<file path="config.mk">
export PLATFORM = sky130hd
export DESIGN_NAME = vsag_monitor
export DESIGN_NICKNAME = d
export VERILOG_FILES = /design/src/rtl/vsag_pkg.sv /design/src/rtl/vsag_level_cmp.sv /design/src/rtl/vsag_phase_qual.sv /design/src/rtl/vsag_csr.sv /design/src/rtl/vsag_monitor.sv
export SDC_FILE = /design/constraint.sdc
export NUM_CORES = 1
export LEC_CHECK = 0
export BUFFER_PORTS_ARGS = -buffer_cell sky130_fd_sc_hd__clkbuf_2
export CORE_ASPECT_RATIO = 0.9
export CORE_UTILIZATION = 60
export DETAILED_ROUTE_END_ITERATION = 10
export PLACE_DENSITY_LB_ADDON = 0.12
export SLEW_MARGIN = 0
export SYNTH_ARGS = -nofsm -noshare
export SYNTH_HDL_FRONTEND = slang
export SYNTH_SLANG_ARGS = --single-unit
</file>
<file path="constraint.sdc">
create_clock -name clk -period 7.6 [get_ports clk]
set_clock_uncertainty 0.1 [all_clocks]
set_input_delay 1.14 -clock clk [delete_from_list [all_inputs] [get_ports clk]]
set_output_delay 1.14 -clock clk [all_outputs]
set_load 0.01 [all_outputs]
</file>
<file path="src/rtl/vsag_pkg.sv">
package vsag_pkg;
    // Bit positions that software decodes
    localparam int STAT_BIT = 16;
    localparam int FLAG_LSB = 12;

    // Word addresses of the register port
    localparam int ADDR_LVL = 0;
    localparam int ADDR_CYC = 1;
    localparam int ADDR_MSK = 2;
    localparam int ADDR_STS = 3;
    localparam int ADDR_FLG = 4;
endpackage

</file>
<file path="src/rtl/vsag_level_cmp.sv">
module vsag_level_cmp #(
    parameter int SW = 24
) (
    input  logic [SW-1:0] sample_i,
    input  logic [SW-1:0] thr_i,
    output logic          below_o
);
    logic [SW-1:0] mag;

    always_comb begin
        // Two's-complement magnitude; the most negative code maps to 2^(SW-1)
        mag     = sample_i[SW-1] ? (~sample_i + SW'(1)) : sample_i;
        below_o = (mag < thr_i);
    end
endmodule

</file>
<file path="src/rtl/vsag_phase_qual.sv">
module vsag_phase_qual #(
    parameter int CYC_W = 8
) (
    input  logic             clk,
    input  logic             rst_n,
    input  logic             vld_i,
    input  logic             below_i,
    input  logic             zx_i,
    input  logic             restart_i,
    input  logic [CYC_W-1:0] cyc_i,
    output logic             evt_o
);
    typedef struct packed {
        logic [CYC_W-1:0] cnt;
    } qual_t;

    qual_t q, d;
    logic [CYC_W-1:0] cnt_inc;

    always_comb begin
        d       = q;
        evt_o   = 1'b0;
        cnt_inc = q.cnt + CYC_W'(1);
        if (restart_i) begin
            d.cnt = '0;
        end else if (vld_i) begin
            if (!below_i) begin
                // re-arm: any at-or-above sample restarts qualification
                d.cnt = '0;
            end else if (zx_i && (q.cnt != cyc_i)) begin
                // saturates at the target so a held sag fires only once
                d.cnt = cnt_inc;
                evt_o = (cnt_inc == cyc_i);
            end
        end
    end

    always_ff @(posedge clk or negedge rst_n) begin
        if (!rst_n) q <= '0;
        else        q <= d;
    end
endmodule

</file>
<file path="src/rtl/vsag_csr.sv">
module vsag_csr
    import vsag_pkg::*;
#(
    parameter int NPH   = 3,
    parameter int SW    = 24,
    parameter int CYC_W = 8,
    parameter int AW    = 3,
    parameter int DW    = 32
) (
    input  logic             clk,
    input  logic             rst_n,
    input  logic             wr_en,
    input  logic [AW-1:0]    wr_addr,
    input  logic [DW-1:0]    wr_data,
    input  logic [AW-1:0]    rd_addr,
    output logic [DW-1:0]    rd_data,
    input  logic [NPH-1:0]   evt_i,
    output logic [SW-1:0]    thr_o,
    output logic [CYC_W-1:0] cyc_o,
    output logic             restart_o,
    output logic             status_o,
    output logic             mask_o,
    output logic [NPH-1:0]   flags_o,
    output logic [SW-1:0]    lvl_o,
    output logic             irq_n
);
    typedef struct packed {
        logic [SW-1:0]    lvl;
        logic [CYC_W-1:0] cyc;
        logic             mask;
        logic             status;
        logic [NPH-1:0]   flags;
        logic             irq_n;
    } csr_t;

    csr_t q, d;
    logic wr_unused;

    assign wr_unused = ^wr_data;

    always_comb begin
        d         = q;
        restart_o = 1'b0;
        if (wr_en) begin
            case (wr_addr)
                AW'(ADDR_LVL): d.lvl = wr_data[SW-1:0];
                AW'(ADDR_CYC): begin
                    d.cyc     = wr_data[CYC_W-1:0];
                    restart_o = 1'b1;
                end
                AW'(ADDR_MSK): d.mask = wr_data[STAT_BIT];
                AW'(ADDR_STS): begin
                    if (wr_data[STAT_BIT]) begin
                        d.status = 1'b0;
                        d.flags  = '0;
                    end
                end
                default: ;
            endcase
        end
        // a new sag wins over a same-cycle acknowledge
        if (|evt_i) begin
            d.status = 1'b1;
            d.flags  = evt_i;
        end
        d.irq_n = !(d.status && d.mask);
    end

    always_ff @(posedge clk or negedge rst_n) begin
        if (!rst_n) begin
            q <= '{lvl: '0, cyc: '0, mask: 1'b0, status: 1'b0, flags: '0, irq_n: 1'b1};
        end else begin
            q <= d;
        end
    end

    always_comb begin
        rd_data = '0;
        case (rd_addr)
            AW'(ADDR_LVL): rd_data[SW-1:0]           = q.lvl;
            AW'(ADDR_CYC): rd_data[CYC_W-1:0]        = q.cyc;
            AW'(ADDR_MSK): rd_data[STAT_BIT]         = q.mask;
            AW'(ADDR_STS): rd_data[STAT_BIT]         = q.status;
            AW'(ADDR_FLG): rd_data[FLAG_LSB +: NPH]  = q.flags;
            default: ;
        endcase
    end

    // levels 0 and 1 both collapse to a zero threshold
    assign thr_o    = (q.lvl <= SW'(1)) ? '0 : q.lvl;
    assign cyc_o    = q.cyc;
    assign status_o = q.status;
    assign mask_o   = q.mask;
    assign flags_o  = q.flags;
    assign lvl_o    = q.lvl;
    assign irq_n    = q.irq_n;
endmodule

</file>
<file path="src/rtl/vsag_monitor.sv">
module vsag_monitor #(
    parameter int NPH   = 3,
    parameter int SW    = 24,
    parameter int CYC_W = 8,
    parameter int AW    = 3,
    parameter int DW    = 32
) (
    input  logic              clk,
    input  logic              rst_n,
    input  logic              smp_vld,
    input  logic [NPH*SW-1:0] smp_data,
    input  logic [NPH-1:0]    smp_zx,
    input  logic              wr_en,
    input  logic [AW-1:0]     wr_addr,
    input  logic [DW-1:0]     wr_data,
    input  logic [AW-1:0]     rd_addr,
    output logic [DW-1:0]     rd_data,
    output logic              irq_n
);
    logic [SW-1:0]    thr;
    logic [CYC_W-1:0] cyc;
    logic             cyc_restart;
    logic [NPH-1:0]   below;
    logic [NPH-1:0]   evt_w;
    logic             status_w;
    logic             mask_w;
    logic [NPH-1:0]   flags_w;
    logic [SW-1:0]    lvl_w;

    for (genvar p = 0; p < NPH; p++) begin : g_phase
        vsag_level_cmp #(.SW(SW)) u_cmp (
            .sample_i (smp_data[p*SW +: SW]),
            .thr_i    (thr),
            .below_o  (below[p])
        );
        vsag_phase_qual #(.CYC_W(CYC_W)) u_qual (
            .clk       (clk),
            .rst_n     (rst_n),
            .vld_i     (smp_vld),
            .below_i   (below[p]),
            .zx_i      (smp_zx[p]),
            .restart_i (cyc_restart),
            .cyc_i     (cyc),
            .evt_o     (evt_w[p])
        );
    end

    vsag_csr #(
        .NPH(NPH), .SW(SW), .CYC_W(CYC_W), .AW(AW), .DW(DW)
    ) u_csr (
        .clk       (clk),
        .rst_n     (rst_n),
        .wr_en     (wr_en),
        .wr_addr   (wr_addr),
        .wr_data   (wr_data),
        .rd_addr   (rd_addr),
        .rd_data   (rd_data),
        .evt_i     (evt_w),
        .thr_o     (thr),
        .cyc_o     (cyc),
        .restart_o (cyc_restart),
        .status_o  (status_w),
        .mask_o    (mask_w),
        .flags_o   (flags_w),
        .lvl_o     (lvl_w),
        .irq_n     (irq_n)
    );
endmodule

</file>
==> results_dict.tcl, run 1 <==
set metrics [dict create \
    status "finished, final reports clean" \
    synth-xor-area-share_pct 13.4 \
    tns_ns 0 \
    dr.pass1.iters 5 \
    postCtsSetupBuffers 0 \
    hold_violations 0 \
    grt_busiest_layer "met2" \
    rrSetupSlack_ns 4.43 \
    yosys.cell_types.count 75 \
    root_buffer "clkbuf_16" \
    ys_seq_elements 62 \
    cts_buffers 9 \
    synth_cells 840 \
    grt_pass1_wl_mm 32.1 \
    async_flop_share_pct 100 \
    fin_nets 1139 \
    cpMostUsedCell "or3_1" \
    synthMuxAreaShare_pct 4.04 \
    port_buffers 133 \
    peakVddDrop_mv 0.132 \
    rsz0062_at_grt "no" \
    power.total_uw 1670 \
    routed_wl_mm 20.2 \
    clk_pin_slew_ns 0.06 \
    synthAdderAreaFrac_pct 13.1 \
    startpoint_type "primary input" \
    antenna_found_initial 0 \
    period_minus_slack_ns 5.47 \
    crit_fanout 9 \
    start_util_pct 62.8 \
    cts.sinks 62 \
    die_y_um 104 \
    crit_slowest_cell "or4_1" \
    drt_iter0_drc 604 \
    synth-edff-count 0 \
    clk_latency_ns 0.33 \
    min_path_type "reg2reg" \
    p_leak_uw 0.00355 \
    grt_max_degree 63 \
    postRouteAntennaNets 0 \
    cts_buffer_depth 2 \
    grt_pass1_vias 6545 \
    h-tree-depth 3 \
    post-route-drc-count 0 \
    num_rows 36 \
    cts_tree "done" \
    worst_slew_pin_slew_ns 0.980 \
    use_met1_pct 45.9 \
    timing.rr.end "g_phase[1].u_qual.q[0]" \
    drive_gt1_share_pct 19.1 \
    fin_crit_sh_pct 72.0 \
    ys_warn_count 0 \
    die_area_um2 12000 \
    fp.dieW_um 115 \
    place_congestion 0.955 \
    ys_seq_area_share_pct 22.4 \
    crit_path_end_kind "flop" \
    syn2layout_area_growth_pct 14.6 \
    ys.flop_type "dfrtp_1" \
    cts_hold_buf 0 \
    setup_violations 0 \
    pwr_density_cell_nw_per_um2 210 \
    holdPathEnd "u_csr.mask_o" \
    synth_area_per_cell_um2 8.25 \
    avgRoutedWirePerCell_um 18.2 \
    min-delay-start "u_csr.mask_o" \
    relSlewSlack_pct 34.4 \
    syn_area_um2 6930 \
    grt_use_met2_pct 55.9 \
    hold_depth 1 \
    track_usage_pct 34.2 \
    synthSimpleGateAreaFrac_pct 23.0 \
    cts_resized 0 \
    rr_worst_depth 9 \
    coreArea_um2 11000 \
    gr-usage-met3_pct 5.94 \
    maxCapViolCount 0 \
    antenna_cells 0 \
    synth_top_family_by_area "simple AND/OR/NAND/NOR gates" \
    slowest_delay_ns 0.57 \
    clock.fmax_mhz 183 \
    arrival_ns 5.59 \
    place.detailed.hpwl_mm 16.0 \
    final_cell_mix "clkbuf_2, xnor2_1, nand2_1, ha_1, o21ai_0" \
    slew_viol_final 0 \
    critPathKind "in2reg" \
    vias 6955 \
    reg2reg_from "u_csr.lvl_o[23]" \
    pin_count 150 \
    synth-compound-area-share_pct 18.9 \
    critPathRequiredTime_ns 7.72 \
    layout_commonest_cell "clkbuf_2" \
    vias_per_cell 6.28 \
    path_cells "clkbuf_2 > or3_1 > nor4_1 > nand3_1 > or3_1 > nand2b_1 > o41ai_2 > xnor2_1 > ha_1 > nand4_1 > or4_1 > a211o_1 > a221o_1 > and3_1 > and3_4 > mux2_4" \
    grt.overflow.total 0 \
]
[where the power goes]
group	total [uW]	switching (uW)	internal, uW
Clock	423	158	265
Sequential	518	115	402
Combinational	730	410	320
Total	1670	683	987
[flip-flops by register name (all words and copies together), names as in the netlist]
register / count
u_csr.mask_o: 1
u_csr.lvl_o: 24
u_csr.irq_n: 1
g_phase.u_qual.q: 24
u_csr.cyc_o: 8
u_csr.status_o: 1
u_csr.flags_o: 3
[worst max-delay path, delay by kind of cell]
family          cells  cell delay [ns]
compound gates      3             0.87
xor+xnor            1             0.12
fa+ha+maj           1             0.31
buf+inv             1             0.13
mux                 1             0.26
simple gates        9             2.77
[synthesized netlist by cell type, types with 12 or more instances]
library cell | count | share of area [%]
ha_1 | 72 | 13
clkbuf_1 | 31 | 1.7
xor2_1 | 24 | 3.0
and2_1 | 15 | 1.4
nand4_1 | 24 | 2.2
dfrtp_1 | 61 | 22
nand2_1 | 72 | 3.9
nor2_1 | 44 | 2.4
mux2_2 | 12 | 1.9
xnor2_1 | 82 | 10
or4_1 | 14 | 1.5
o21ai_0 | 64 | 4.6
a21oi_1 | 29 | 2.1
nand2b_1 | 12 | 1.1
inv_1 | 41 | 2.2
nand3_1 | 22 | 1.6
o31ai_1 | 25 | 2.7
nor3_1 | 21 | 1.5
mux2i_1 | 13 | 1.9
or3_1 | 12 | 1.1
[layer usage]
| metal | wire length, um | vias to the layer above | part of all wire [%] |
|---|---|---|---|
| li1 | - | 3301 | - |
| met1 | 8860 | 3286 | 44 |
| met2 | 9350 | 323 | 46 |
| met3 | 1530 | 45 | 7.6 |
| met4 | 411 | 0 | 2.0 |
| met5 | 0 | - | 0 |
[worst max-delay path by stage]
stage                      start                      to  slack, ns  cells past startpoint
finish              smp_data[27]  g_phase[1].u_qual.q[0]       2.13                     16
global route        smp_data[27]  g_phase[1].u_qual.q[0]       1.90                     16
CTS                 smp_data[27]  g_phase[1].u_qual.q[0]       2.18                     16
detailed placement  smp_data[27]  g_phase[1].u_qual.q[0]       1.84                     16
global placement    smp_data[27]  g_phase[1].u_qual.q[0]       1.96                     16
floorplan           smp_data[27]  g_phase[1].u_qual.q[0]       2.38                     16
[area by class of cell]
cell class	count	area (um^2)
Fill cell	898	3090
Inverter	41	154
Tap cell	152	190
Clock buffer	10	239
Sequential cell	62	1550
Clock inverter	6	68.8
Timing Repair Buffer	135	681
Multi-Input combinational cell	701	5060
[through the flow]
| step | setup slack [ns] | std cells | util (%) | area (um^2) | hold slack, ns |
|---|---|---|---|---|---|
| after floorplan | 2.38 | 847 | - | 6960 | 0.388 |
| after global placement | 1.96 | 1091 | 69.2 | 7640 | 0.400 |
| after detailed placement | 1.84 | 1091 | 69.2 | 7640 | 0.418 |
| after CTS | 2.18 | 1107 | 72.0 | 7950 | 0.430 |
| after global routing | 1.90 | 1107 | 72.0 | 7950 | 0.446 |
| final | 2.13 | 1107 | 72.0 | 7950 | 0.427 |
[kinds of logic (layout without fill, tap and decap cells)]
| group | count (synthesis) | after routing |
|---|---|---|
| XOR/XNOR | 106 | 106 |
| adder cells (fa/ha/maj) | 73 | 73 |
| flip-flops | 62 | 62 |
| AO/OA/AOI/OAI | 197 | 197 |
| other | 1 | 8 |
| buffers and inverters | 84 | 192 |
| multiplexers | 26 | 26 |
| AND/OR/NAND/NOR | 291 | 291 |
(Power assumes the default switching activity.)
==> inputs of run 2 (changes only) <==
--- a/config.mk
+++ b/config.mk
@@ -5,9 +5,10 @@
 export SDC_FILE = /design/constraint.sdc
 export NUM_CORES = 1
 export LEC_CHECK = 0
+export ABC_AREA = 1
 export BUFFER_PORTS_ARGS = -buffer_cell sky130_fd_sc_hd__clkbuf_2
 export CORE_ASPECT_RATIO = 0.9
-export CORE_UTILIZATION = 60
+export CORE_UTILIZATION = 57
 export DETAILED_ROUTE_END_ITERATION = 10
 export PLACE_DENSITY_LB_ADDON = 0.12
 export SLEW_MARGIN = 0
==> constraint.sdc (replaced) <==
create_clock -name clk -period 5.1 [get_ports clk]
set_clock_uncertainty 0.1 [all_clocks]
set_input_delay 0.765 -clock clk [delete_from_list [all_inputs] [get_ports clk]]
set_output_delay 0.765 -clock clk [all_outputs]
set_load 0.01 [all_outputs]
==> results_dict.tcl, run 2 <==
set metrics [dict create \
    status "finished, final reports clean" \
    vias 6881 \
    dr.pass1.iters 6 \
    power_frac_clock_pct 24.6 \
    seqPwrFrac_pct 31.0 \
    min_path_type "reg2reg" \
    relSlewSlack_pct 45.5 \
    rr_worst_depth 13 \
    postCtsSetupBuffers 0 \
    clk_latency_ns 0.33 \
    crit_path_end_kind "flop" \
    clk_pin_slew_ns 0.05 \
    die_y_um 107 \
    drive_gt1_share_pct 17.3 \
    critPathKind "in2reg" \
    cpMostUsedCell "nand2_1" \
    timing.rr.end "u_csr.flags_o[1]" \
    antenna_cells 0 \
    place_congestion 0.908 \
    port_buffers 133 \
    yosysTopAreaCell "dfrtp_1" \
    cts.sinks 62 \
    crit_fanout 15 \
    grt.overflow.total 0 \
    critPathRequiredTime_ns 5.21 \
    worst-path-buf-inv 3 \
    syn2layout_area_growth_pct 14.4 \
    fin_nets 1319 \
    power.total_uw 2520 \
    cts_tree "done" \
    synthTopCellsByArea "dfrtp_1, ha_1, nand2_1, xor2_1, inv_1" \
    post-route-drc-count 0 \
    utilization_pct 68.4 \
    pin_count 150 \
    fp.dieW_um 119 \
    slew_viol_final 0 \
    start_util_pct 59.7 \
    arrival_ns 4.14 \
    rrSetupSlack_ns 2.54 \
    avgRoutedWirePerCell_um 14.2 \
    cp-endpoint "g_phase[0].u_qual.q[7]" \
    ys_seq_elements 62 \
    combinationalPowerShare_pct 44.4 \
    swShare_pct 41.4 \
    layout_commonest_cell "nand2_1" \
    drt_iter0_drc 559 \
    crit_slowest_cell "nor3_1" \
    pwr_density_cell_nw_per_um2 316 \
    die_area_um2 12700 \
    holdWs_ns 0.405 \
    min-delay-start "u_csr.flags_o[0]" \
    reg2reg_from "g_phase[1].u_qual.q[0]" \
    async_flop_share_pct 100 \
    synth_top_area_share_pct 21.9 \
    vias_per_cell 5.33 \
    routed_wl_mm 18.4 \
    synth_area_per_cell_um2 6.91 \
    clock.fmax_mhz 248 \
    cts_hold_buf 0 \
    antenna_found_initial 0 \
    coreArea_um2 11700 \
    synth.most_common_cell "nand2_1" \
    root_buffer "clkbuf_16" \
    final_cell_mix "nand2_1, clkbuf_2, inv_1, nor2_1" \
    cts_resized 0 \
    syn_area_um2 6970 \
    period_minus_slack_ns 4.03 \
    p_leak_uw 0.00424 \
    slowest_delay_ns 0.30 \
    synth_cells 1009 \
    grt_pass1_vias 6117 \
    ys.flop_type "dfrtp_1" \
    postRouteAntennaNets 0 \
    grt_pass1_wl_mm 29.7 \
    place.detailed.hpwl_mm 14.8 \
    num_rows 37 \
    cts_buffer_depth 2 \
    synth_common_cells "nand2_1, inv_1, nor2_1, ha_1, xor2_1" \
    rsz0062_at_grt "no" \
    synth-edff-count 0 \
    ys_warn_count 0 \
    peakVddDrop_mv 0.224 \
    worst_slew_pin_slew_ns 0.817 \
    h-tree-depth 3 \
    tns_ns 0 \
    track_usage_pct 29.8 \
    cp_top_family "simple AND/OR/NAND/NOR gates" \
    startpoint "smp_data[2]" \
    ys_seq_area_share_pct 22.3 \
    startpoint_type "primary input" \
    fin_crit_sh_pct 79.0 \
    internal_power_uw 1480 \
    grt_max_degree 63 \
    hold_violations 0 \
    setup_violations 0 \
    path_cells "clkbuf_2 > nor3_1 > inv_1 > nor3_2 > nand4_1 > nor3_2 > nor3b_2 > nand3_1 > nand2_1 > o21ai_1 > xor2_1 > ha_1 > nand4_1 > nor3_1 > nor3b_2 > nand2_1 > nand3_2 > inv_2 > nand2_4 > nand2_4 > nand2_1 > o21ai_2" \
    p_sw_uw 1040 \
    cp_num_cells 22 \
    maxCapViolCount 0 \
    cts_buffers 9 \
    yosys.cell_types.count 46 \
]
-- run 2: cell types whose count changed in the layout (fill, tap and decap cells not counted), sizes merged, moves of 39 or more --
cell,before,now
nand2,72,205
nor2,44,126
inv,43,123
xor2,24,72
xnor2,82,35
nand3,22,61
-- run 2: power groups by stage --
| stage | sequential, uW | clock, uW | combinational [uW] |
|---|---|---|---|
| floorplan | 722 | 0 | 866 |
| global placement | 781 | 0 | 1080 |
| detailed placement | 783 | 0 | 1100 |
| CTS | 776 | 627 | 1110 |
| global route | 799 | 652 | 1280 |
| finish | 781 | 620 | 1120 |
-- run 2: worst min path at each step --
stage	to	slack (ns)	cells after the start
after floorplan	g_phase[0].u_qual.q[0]	0.37	0
after global placement	u_csr.flags_o[0]	0.39	2
after detailed placement	u_csr.flags_o[0]	0.39	2
after CTS	u_csr.flags_o[0]	0.41	2
after global routing	u_csr.flags_o[0]	0.43	2
final	u_csr.flags_o[0]	0.41	2
-- run 2: kinds of logic after synthesis --
family                     count (synthesis)  synth area share, %
buffers and inverters                    159                 9.75
AOI/OAI and AO/OA                        145                 11.8
xor gates and xnor gates                 107                 13.4
other                                      1               0.0538
DFF                                       62                 22.3
adders and majority gates                 72                 12.9
and+or+nand+nor                          463                 29.7
-- run 2: final cells by class --
type                       instances  area, um^2
clock buffer                      13         260
timing repair buffer             136         688
sequential                        62        1550
tap                              156         195
multi-input combinational        795        4760
inverter                         126         473
clock inverter                     3        42.5
fill                            1058        3690
-- run 2: metal layers --
layer  share of wire (%)  GRT usage, %  up-vias  routed length (um)
met3                 8.9          5.37       15                1630
li1                    -             -     3531                   -
met2                  41          45.0      285                7600
met1                  49          44.8     3050                8990
met5                   0             0        -                   0
met4                0.75          4.88        0                 137
-- run 2: worst register-to-register path: cells and delay by family (launching register included) --
| kind | cells | cell delay (ns) |
|---|---|---|
| XOR/XNOR | 1 | 0.26 |
| adder cells (fa/ha/maj) | 1 | 0.20 |
| AND/OR/NAND/NOR | 11 | 1.43 |
| flip-flops | 1 | 0.44 |
-- run 2: metrics by stage --
stage          std cells  worst slack [ns]  cell area (um^2)
2_1_floorplan       1016              1.37              7000
3_3_place_gp        1275             0.800              7670
3_5_place_dp        1275             0.770              7670
4_1_cts             1291              1.09              7980
5_1_grt             1291             0.570              7980
6_report            1291              1.07              7980
